<file path="config.mk">
export PLATFORM = sky130hd
export DESIGN_NAME = ssc_profile_gen
export DESIGN_NICKNAME = d
export VERILOG_FILES = /design/src/rtl/ssc_pkg.sv /design/src/rtl/ssc_rst_sync.sv /design/src/rtl/ssc_phase_gen.sv /design/src/rtl/ssc_depth_dec.sv /design/src/rtl/ssc_ramp.sv /design/src/rtl/ssc_profile_gen.sv
export SDC_FILE = /design/constraint.sdc
export NUM_CORES = 1
export LEC_CHECK = 0
export ABC_AREA = 1
export BUFFER_PORTS_ARGS = -buffer_cell sky130_fd_sc_hd__buf_4
export CORE_ASPECT_RATIO = 2
export CORE_UTILIZATION = 55
export DETAILED_ROUTE_END_ITERATION = 10
export PLACE_DENSITY = 0.74
export SETUP_SLACK_MARGIN = 0.2
export SLEW_MARGIN = 20
export SYNTH_ARGS = -nofsm -noshare
export SYNTH_HDL_FRONTEND = slang
export SYNTH_HIERARCHICAL = 1
export SYNTH_SLANG_ARGS = --single-unit
</file>
<file path="constraint.sdc">
create_clock -name clk_i -period 3.6 [get_ports clk_i]
set_clock_uncertainty 0.2 [all_clocks]
set_input_delay 0.36 -clock clk_i [delete_from_list [all_inputs] [get_ports clk_i]]
set_output_delay 0.36 -clock clk_i [all_outputs]
set_load 0.05 [all_outputs]
</file>
<file path="src/rtl/ssc_pkg.sv">
package ssc_pkg;

  typedef enum logic [1:0] {
    STEP_HOLD = 2'd0,
    STEP_UP   = 2'd1,
    STEP_DOWN = 2'd2
  } step_e;

  function automatic int unsigned max3(int unsigned a, int unsigned b, int unsigned c);
    int unsigned m;
    m = (a > b) ? a : b;
    return (m > c) ? m : c;
  endfunction

endpackage

</file>
<file path="src/rtl/ssc_rst_sync.sv">
module ssc_rst_sync (
  input  logic clk_i,
  input  logic rst_ni,
  output logic rst_sync_no
);

  logic [1:0] sync_q;

  always_ff @(posedge clk_i or negedge rst_ni) begin
    if (!rst_ni) begin
      sync_q <= 2'b00;
    end else begin
      sync_q <= {sync_q[0], 1'b1};
    end
  end

  assign rst_sync_no = sync_q[1];

endmodule

</file>
<file path="src/rtl/ssc_phase_gen.sv">
module ssc_phase_gen
  import ssc_pkg::*;
#(
  parameter int unsigned PERIOD_CYC = 781
) (
  input  logic  clk_i,
  input  logic  rst_ni,
  output step_e step_o,
  output logic  wrap_o,
  output logic  strb_o
);

  localparam int unsigned PH_W = $clog2(PERIOD_CYC);
  localparam int unsigned HALF = (PERIOD_CYC - 1) / 2;
  localparam logic [PH_W-1:0] PH_LAST = PH_W'(PERIOD_CYC - 1);
  localparam logic [PH_W-1:0] PH_MID  = PH_W'(HALF);

  logic [PH_W-1:0] ph_q, ph_d;
  logic            strb_q, strb_d;

  always_comb begin
    wrap_o = (ph_q == PH_LAST);
    ph_d   = wrap_o ? '0 : ph_q + 1'b1;
    strb_d = wrap_o;
    if (ph_q < PH_MID) begin
      step_o = STEP_UP;
    end else if (ph_q == PH_MID) begin
      step_o = STEP_HOLD;
    end else begin
      step_o = STEP_DOWN;
    end
  end

  always_ff @(posedge clk_i or negedge rst_ni) begin
    if (!rst_ni) begin
      ph_q   <= '0;
      strb_q <= 1'b0;
    end else begin
      ph_q   <= ph_d;
      strb_q <= strb_d;
    end
  end

  assign strb_o = strb_q;

endmodule

</file>
<file path="src/rtl/ssc_depth_dec.sv">
module ssc_depth_dec #(
  parameter int unsigned KIND    = 0,
  parameter int unsigned D_ON    = 5000,
  parameter int unsigned D_C0    = 10000,
  parameter int unsigned D_C2    = 5000,
  parameter int unsigned D_C3    = 7500,
  parameter int unsigned HALF    = 390,
  parameter int unsigned MAG_W   = 15,
  parameter int unsigned REM_W   = 9
) (
  input  logic [1:0]       sel_i,
  output logic [MAG_W-1:0] quo_o,
  output logic [REM_W-1:0] rem_o
);

  // KIND 0: enable style, only index 1 carries spread.
  // KIND 1: code style, index 1 is off, the rest map to depths.
  function automatic int unsigned peak_of(int unsigned idx);
    if (KIND == 0) begin
      return (idx == 1) ? D_ON : 0;
    end
    case (idx)
      0:       return D_C0;
      1:       return 0;
      2:       return D_C2;
      default: return D_C3;
    endcase
  endfunction

  logic [MAG_W-1:0] qtab [4];
  logic [REM_W-1:0] rtab [4];

  for (genvar i = 0; i < 4; i++) begin : g_tab
    assign qtab[i] = MAG_W'(peak_of(i) / HALF);
    assign rtab[i] = REM_W'(peak_of(i) % HALF);
  end

  assign quo_o = qtab[sel_i];
  assign rem_o = rtab[sel_i];

endmodule

</file>
<file path="src/rtl/ssc_ramp.sv">
module ssc_ramp
  import ssc_pkg::*;
#(
  parameter int unsigned HALF  = 390,
  parameter int unsigned MAG_W = 15,
  parameter int unsigned REM_W = 9
) (
  input  logic             clk_i,
  input  logic             rst_ni,
  input  logic             wrap_i,
  input  step_e            step_i,
  input  logic [MAG_W-1:0] quo_i,
  input  logic [REM_W-1:0] rem_i,
  output logic [MAG_W-1:0] mag_o
);

  localparam logic [REM_W:0] HALF_W = (REM_W + 1)'(HALF);

  logic [MAG_W-1:0] q_act_q, mag_q, mag_d;
  logic [REM_W-1:0] r_act_q, acc_q, acc_d;
  logic [REM_W:0]   sum_up, sum_dn;
  logic             ld_en, run_en;

  always_comb begin
    ld_en  = wrap_i;
    run_en = (step_i != STEP_HOLD);
    sum_up = {1'b0, acc_q} + {1'b0, r_act_q};
    sum_dn = {1'b0, acc_q} + HALF_W - {1'b0, r_act_q};
    mag_d  = mag_q;
    acc_d  = acc_q;
    if (ld_en) begin
      mag_d = '0;
      acc_d = '0;
    end else if (step_i == STEP_UP) begin
      if (sum_up >= HALF_W) begin
        acc_d = REM_W'(sum_up - HALF_W);
        mag_d = mag_q + q_act_q + 1'b1;
      end else begin
        acc_d = REM_W'(sum_up);
        mag_d = mag_q + q_act_q;
      end
    end else if (step_i == STEP_DOWN) begin
      if (acc_q < r_act_q) begin
        acc_d = REM_W'(sum_dn);
        mag_d = mag_q - q_act_q - 1'b1;
      end else begin
        acc_d = acc_q - r_act_q;
        mag_d = mag_q - q_act_q;
      end
    end
  end

  always_ff @(posedge clk_i or negedge rst_ni) begin
    if (!rst_ni) begin
      q_act_q <= '0;
      r_act_q <= '0;
    end else if (ld_en) begin
      q_act_q <= quo_i;
      r_act_q <= rem_i;
    end
  end

  always_ff @(posedge clk_i or negedge rst_ni) begin
    if (!rst_ni) begin
      mag_q <= '0;
      acc_q <= '0;
    end else if (ld_en || run_en) begin
      mag_q <= mag_d;
      acc_q <= acc_d;
    end
  end

  assign mag_o = mag_q;

endmodule

</file>
<file path="src/rtl/ssc_profile_gen.sv">
module ssc_profile_gen
  import ssc_pkg::*;
#(
  parameter int unsigned PERIOD_CYC = 781,
  parameter int unsigned OFS_W      = 16,
  parameter int unsigned DEPTH_A    = 5000,
  parameter int unsigned DEPTH_B0   = 10000,
  parameter int unsigned DEPTH_B2   = 5000,
  parameter int unsigned DEPTH_B3   = 7500
) (
  input  logic             clk_i,
  input  logic             rst_ni,
  input  logic             ss100_en_i,
  input  logic [1:0]       ss80_sel_i,
  output logic [OFS_W-1:0] ofs100_o,
  output logic [OFS_W-1:0] ofs80_o,
  output logic             prd_strb_o
);

  localparam int unsigned HALF      = (PERIOD_CYC - 1) / 2;
  localparam int unsigned MAG_W     = OFS_W - 1;
  localparam int unsigned REM_W     = $clog2(HALF + 1);
  localparam int unsigned DEPTH_MAX = max3(DEPTH_B0, max3(DEPTH_B2, DEPTH_B3, 0), DEPTH_A);
  localparam int unsigned MAX_STEP  = DEPTH_MAX / HALF + 1;

  logic             rst_sync_n;
  step_e            step;
  logic             wrap;
  logic [1:0]       sel   [2];
  logic [MAG_W-1:0] quo   [2];
  logic [REM_W-1:0] rem   [2];
  logic [MAG_W-1:0] mag   [2];
  logic [OFS_W-1:0] ofs   [2];

  ssc_rst_sync u_rst (
    .clk_i       (clk_i),
    .rst_ni      (rst_ni),
    .rst_sync_no (rst_sync_n)
  );

  ssc_phase_gen #(
    .PERIOD_CYC (PERIOD_CYC)
  ) u_phase (
    .clk_i  (clk_i),
    .rst_ni (rst_sync_n),
    .step_o (step),
    .wrap_o (wrap),
    .strb_o (prd_strb_o)
  );

  assign sel[0] = {1'b0, ss100_en_i};
  assign sel[1] = ss80_sel_i;

  for (genvar ch = 0; ch < 2; ch++) begin : g_ch
    ssc_depth_dec #(
      .KIND  (ch),
      .D_ON  (DEPTH_A),
      .D_C0  (DEPTH_B0),
      .D_C2  (DEPTH_B2),
      .D_C3  (DEPTH_B3),
      .HALF  (HALF),
      .MAG_W (MAG_W),
      .REM_W (REM_W)
    ) u_dec (
      .sel_i (sel[ch]),
      .quo_o (quo[ch]),
      .rem_o (rem[ch])
    );

    ssc_ramp #(
      .HALF  (HALF),
      .MAG_W (MAG_W),
      .REM_W (REM_W)
    ) u_ramp (
      .clk_i  (clk_i),
      .rst_ni (rst_sync_n),
      .wrap_i (wrap),
      .step_i (step),
      .quo_i  (quo[ch]),
      .rem_i  (rem[ch]),
      .mag_o  (mag[ch])
    );

    assign ofs[ch] = OFS_W'(-$signed({1'b0, mag[ch]}));
  end

  assign ofs100_o = ofs[0];
  assign ofs80_o  = ofs[1];

endmodule

</file>
==> flow_summary_export.csv <==
group,metric,value,unit
route,wl_met2,24100,µm
yosys,synth_largest_area_cell,"nand2_1",
global_routing,grt_pass1_wl,73000,µm
route,drc,0,
global_routing,grt_max_degree,77,
cts,path_clk_slew,100,ps
floorplanning,die_w,116,µm
route,drt_wl_total,46000,µm
floorplanning,io_pins,38,
place,port_buffers,37,
route,wl_met3,2040,µm
floorplanning,die_h,230,µm
cts,htree_levels,3,
pwr,ir_worst_vdd,0.193,mV
yosys,async_flop_share,1.00,
route,drtIter0Drc,688,
pwr,finalPower,2.38,mW
timing,setup_violations,0,
finish,synthToLayoutAreaGrowth,5.45,%
timing,fin_setup_tns,0,ps
cts,cts_tree,"built",
floorplanning,rows,83,
timing,fmax,0.308,GHz
timing,hold_viol,0,
cts,numCtsBuffers,9,
pwr,powerDensity,158,nW/µm²
yosys,synth_area,14300,µm²
setup_path,crit_required,3680,ps
finish,fin_nets,2486,
route,firstDrtPassIters,7,
setup_path,startpoint_type,"flip-flop",
global_routing,antenna_found_initial,0,
timing,hold-worst-slack,92.2,ps
route,postRouteAntennaNets,0,
pwr,power_leakage,8.34,nW
setup_path,end_kind,"flip-flop",
yosys,synth_cell_types,54,
route,routed.top_layer,"met4",
route,met1_length,15500,µm
yosys,synth_warnings,6,
global_routing,grt_pass1_vias,14200,
global_routing,grt-ovfl-total,0,
finish,diodes,0,
route,routedWlPerCell,17.2,µm
job,cap_violations,0,
timing,rsz0062_at_grt,"no",
setup_path,critPathArrivalTime,3330,ps
place,gp_congestion,0.976,
floorplanning,dieArea,26600,µm²
yosys,yosys-top-cells-area,"nand2_1 (19%), dfrtp_1 (19%), ha_1 (11%), nand3_1 (9.2%), inv_1 (8.6%)",
yosys,ys.flop_type,"dfrtp_1",
setup_path,cp_max_fo,9,
yosys,synth-edff-count,0,
route,vias_per_cell,5.44,
cts,cts_root_buf,"clkbuf_16",
yosys,ys_ff_latch,109,
run_status,outcome,"complete, no violations",
timing,fin_crit,3250,ps
yosys,synth_top_area_frac,0.195,
setup_path,setup.worst_path.class,"flip-flop to flip-flop",
cts,insertion_delay,390,ps
yosys,yosysSeqAreaShare,0.191,
yosys,synth.avg_cell_area,6.13,µm²
route,via_count,14600,
global_routing,grt_usage,0.362,
floorplanning,start_util,0.559,
floorplanning,core,25500,µm²
timing,worst_pin_slew,803,ps
timing,min_period_over_period,0.903,
finish,drive_above_1_share,0.0975,
place,dpl.hpwl,36700,µm
cts,cts.sinks,109,
yosys,synth_cells,2329,
worst_hold_path,holdCritPathClass,"input port to async pin",
cts,clk_path_buf_depth,2,
timing,maxSlewHeadroom,0.464,
setup_path,r2r_setup_slack,350,ps
timing,maxSlewViolCount,0,
[final timing paths]
kind	cells past startpoint	from	to
setup / recovery	16	g_ch[1].u_ramp/mag_o[4]	g_ch[1].u_ramp/mag_o[10]
hold / removal	2	rst_ni	u_rst/sync_q[1]
setup reg to reg	16	g_ch[1].u_ramp/mag_o[4]	g_ch[1].u_ramp/mag_o[10]
hold reg to reg	0	u_rst/sync_q[0]	u_rst/sync_q[1]
max in group asynchronous	1	u_rst/sync_q[1]	g_ch[1].u_ramp/q_act_q[9]
min in group clk_i	4	ss80_sel_i[1]	g_ch[1].u_ramp/q_act_q[1]
[cell usage in the layout (no fill, tap or decap), types with 18 or more instances in the layout]
| master | n |
|---|---|
| nand2_1 | 736 |
| conb_1 | 34 |
| nand4_1 | 28 |
| inv_2 | 32 |
| nand3_1 | 260 |
| dfrtp_1 | 106 |
| fa_1 | 18 |
| a21oi_1 | 80 |
| o21ai_1 | 35 |
| nor2_1 | 171 |
| nand2_2 | 24 |
| ha_1 | 127 |
| xor2_1 | 29 |
| nor2_2 | 29 |
| o21ai_0 | 84 |
| inv_1 | 326 |
| buf_4 | 68 |
[sequential cells by signal, summed over array words and instances, names as in the netlist]
name / count
g_ch.u_ramp/mag_o: 30
u_rst/sync_q: 2
g_ch.u_ramp/r_act_q: 18
g_ch.u_ramp/q_act_q: 30
g_ch.u_ramp/acc_q: 18
u_phase/ph_q: 10
u_phase/strb_o: 1
[final cells by class]
| type | instances | area (µm²) |
|---|---|---|
| clock buffer | 9 | 225 |
| clock inverter | 7 | 82.6 |
| fill | 2656 | 10500 |
| inverter | 360 | 1350 |
| multi-input combinational | 1784 | 9690 |
| sequential | 109 | 2730 |
| tap | 340 | 425 |
| timing repair buffer | 70 | 541 |
[timing repair]
item,4_1_cts,5_1_grt
resized for setup,0,21
setup buffers,0,0
hold buffers,1,0
endpoints found under the hold margin,2,0
setup endpoints to repair,0,18
[power breakdown]
part           switching, mW  internal (mW)
clock                  0.603          0.501
combinational         0.0295        0.00793
sequential            0.0117           1.22
total                  0.644           1.73
[synthesized netlist by cell type (11+ instances only)]
cell	count
buf_4	55
ha_1	129
xor2_1	29
fa_1	18
inv_2	30
a31oi_1	13
xnor2_1	13
nand3_1	261
a21oi_1	81
o21ai_0	84
nand2_1	741
nor2_1	174
buf_2	24
nor2_2	26
o21ai_1	35
nand2_2	20
dfrtp_1	109
nand3_2	11
clkbuf_1	19
nand4_1	28
inv_1	328
[stage by stage]
step / area, µm² / instances / setup WS [ps] / utilization
6_report: 15000 / 2679 / 350 / 0.589
4_1_cts: 15000 / 2679 / 280 / 0.586
5_1_grt: 15000 / 2679 / 198 / 0.589
3_5_place_dp: 14700 / 2662 / 316 / 0.574
3_3_place_gp: 14700 / 2662 / 381 / 0.574
2_1_floorplan: 14400 / 2359 / 553 / -
[metal layers]
layer / global-route usage / up-vias
met1: 0.337 / 6674
met5: 0 / -
met2: 0.654 / 431
met3: 0.0656 / 188
met4: 0.320 / 0
li1: - / 7277
[kinds of logic (layout without fill, tap and decap cells)]
| kind of cell | count (synthesis) | count (layout) | synth area share |
|---|---|---|---|
| compound gates | 254 | 254 | 0.0992 |
| flops | 109 | 109 | 0.191 |
| fa+ha+maj | 147 | 147 | 0.138 |
| xor+xnor | 45 | 45 | 0.0292 |
| other cells | 4 | 34 | 0.00105 |
| buf+inv | 466 | 446 | 0.143 |
| simple gates | 1304 | 1304 | 0.398 |
[worst max-delay path, stage by stage, from the launching register on]
cell and delay [ps]:
dfrtp_1 500, ha_1 580, inv_2 130, a21oi_2 250, nor2_2 140, nor2_1 160
nand2_1 100, nand2_1 80, nand2_2 160, nor2_4 240, inv_2 40, nor2_1 130
nand2_1 60, nand2_1 60, nand3_1 60, nand3_1 170, nand2_1 70
Power figures use the tool's default switching activity.
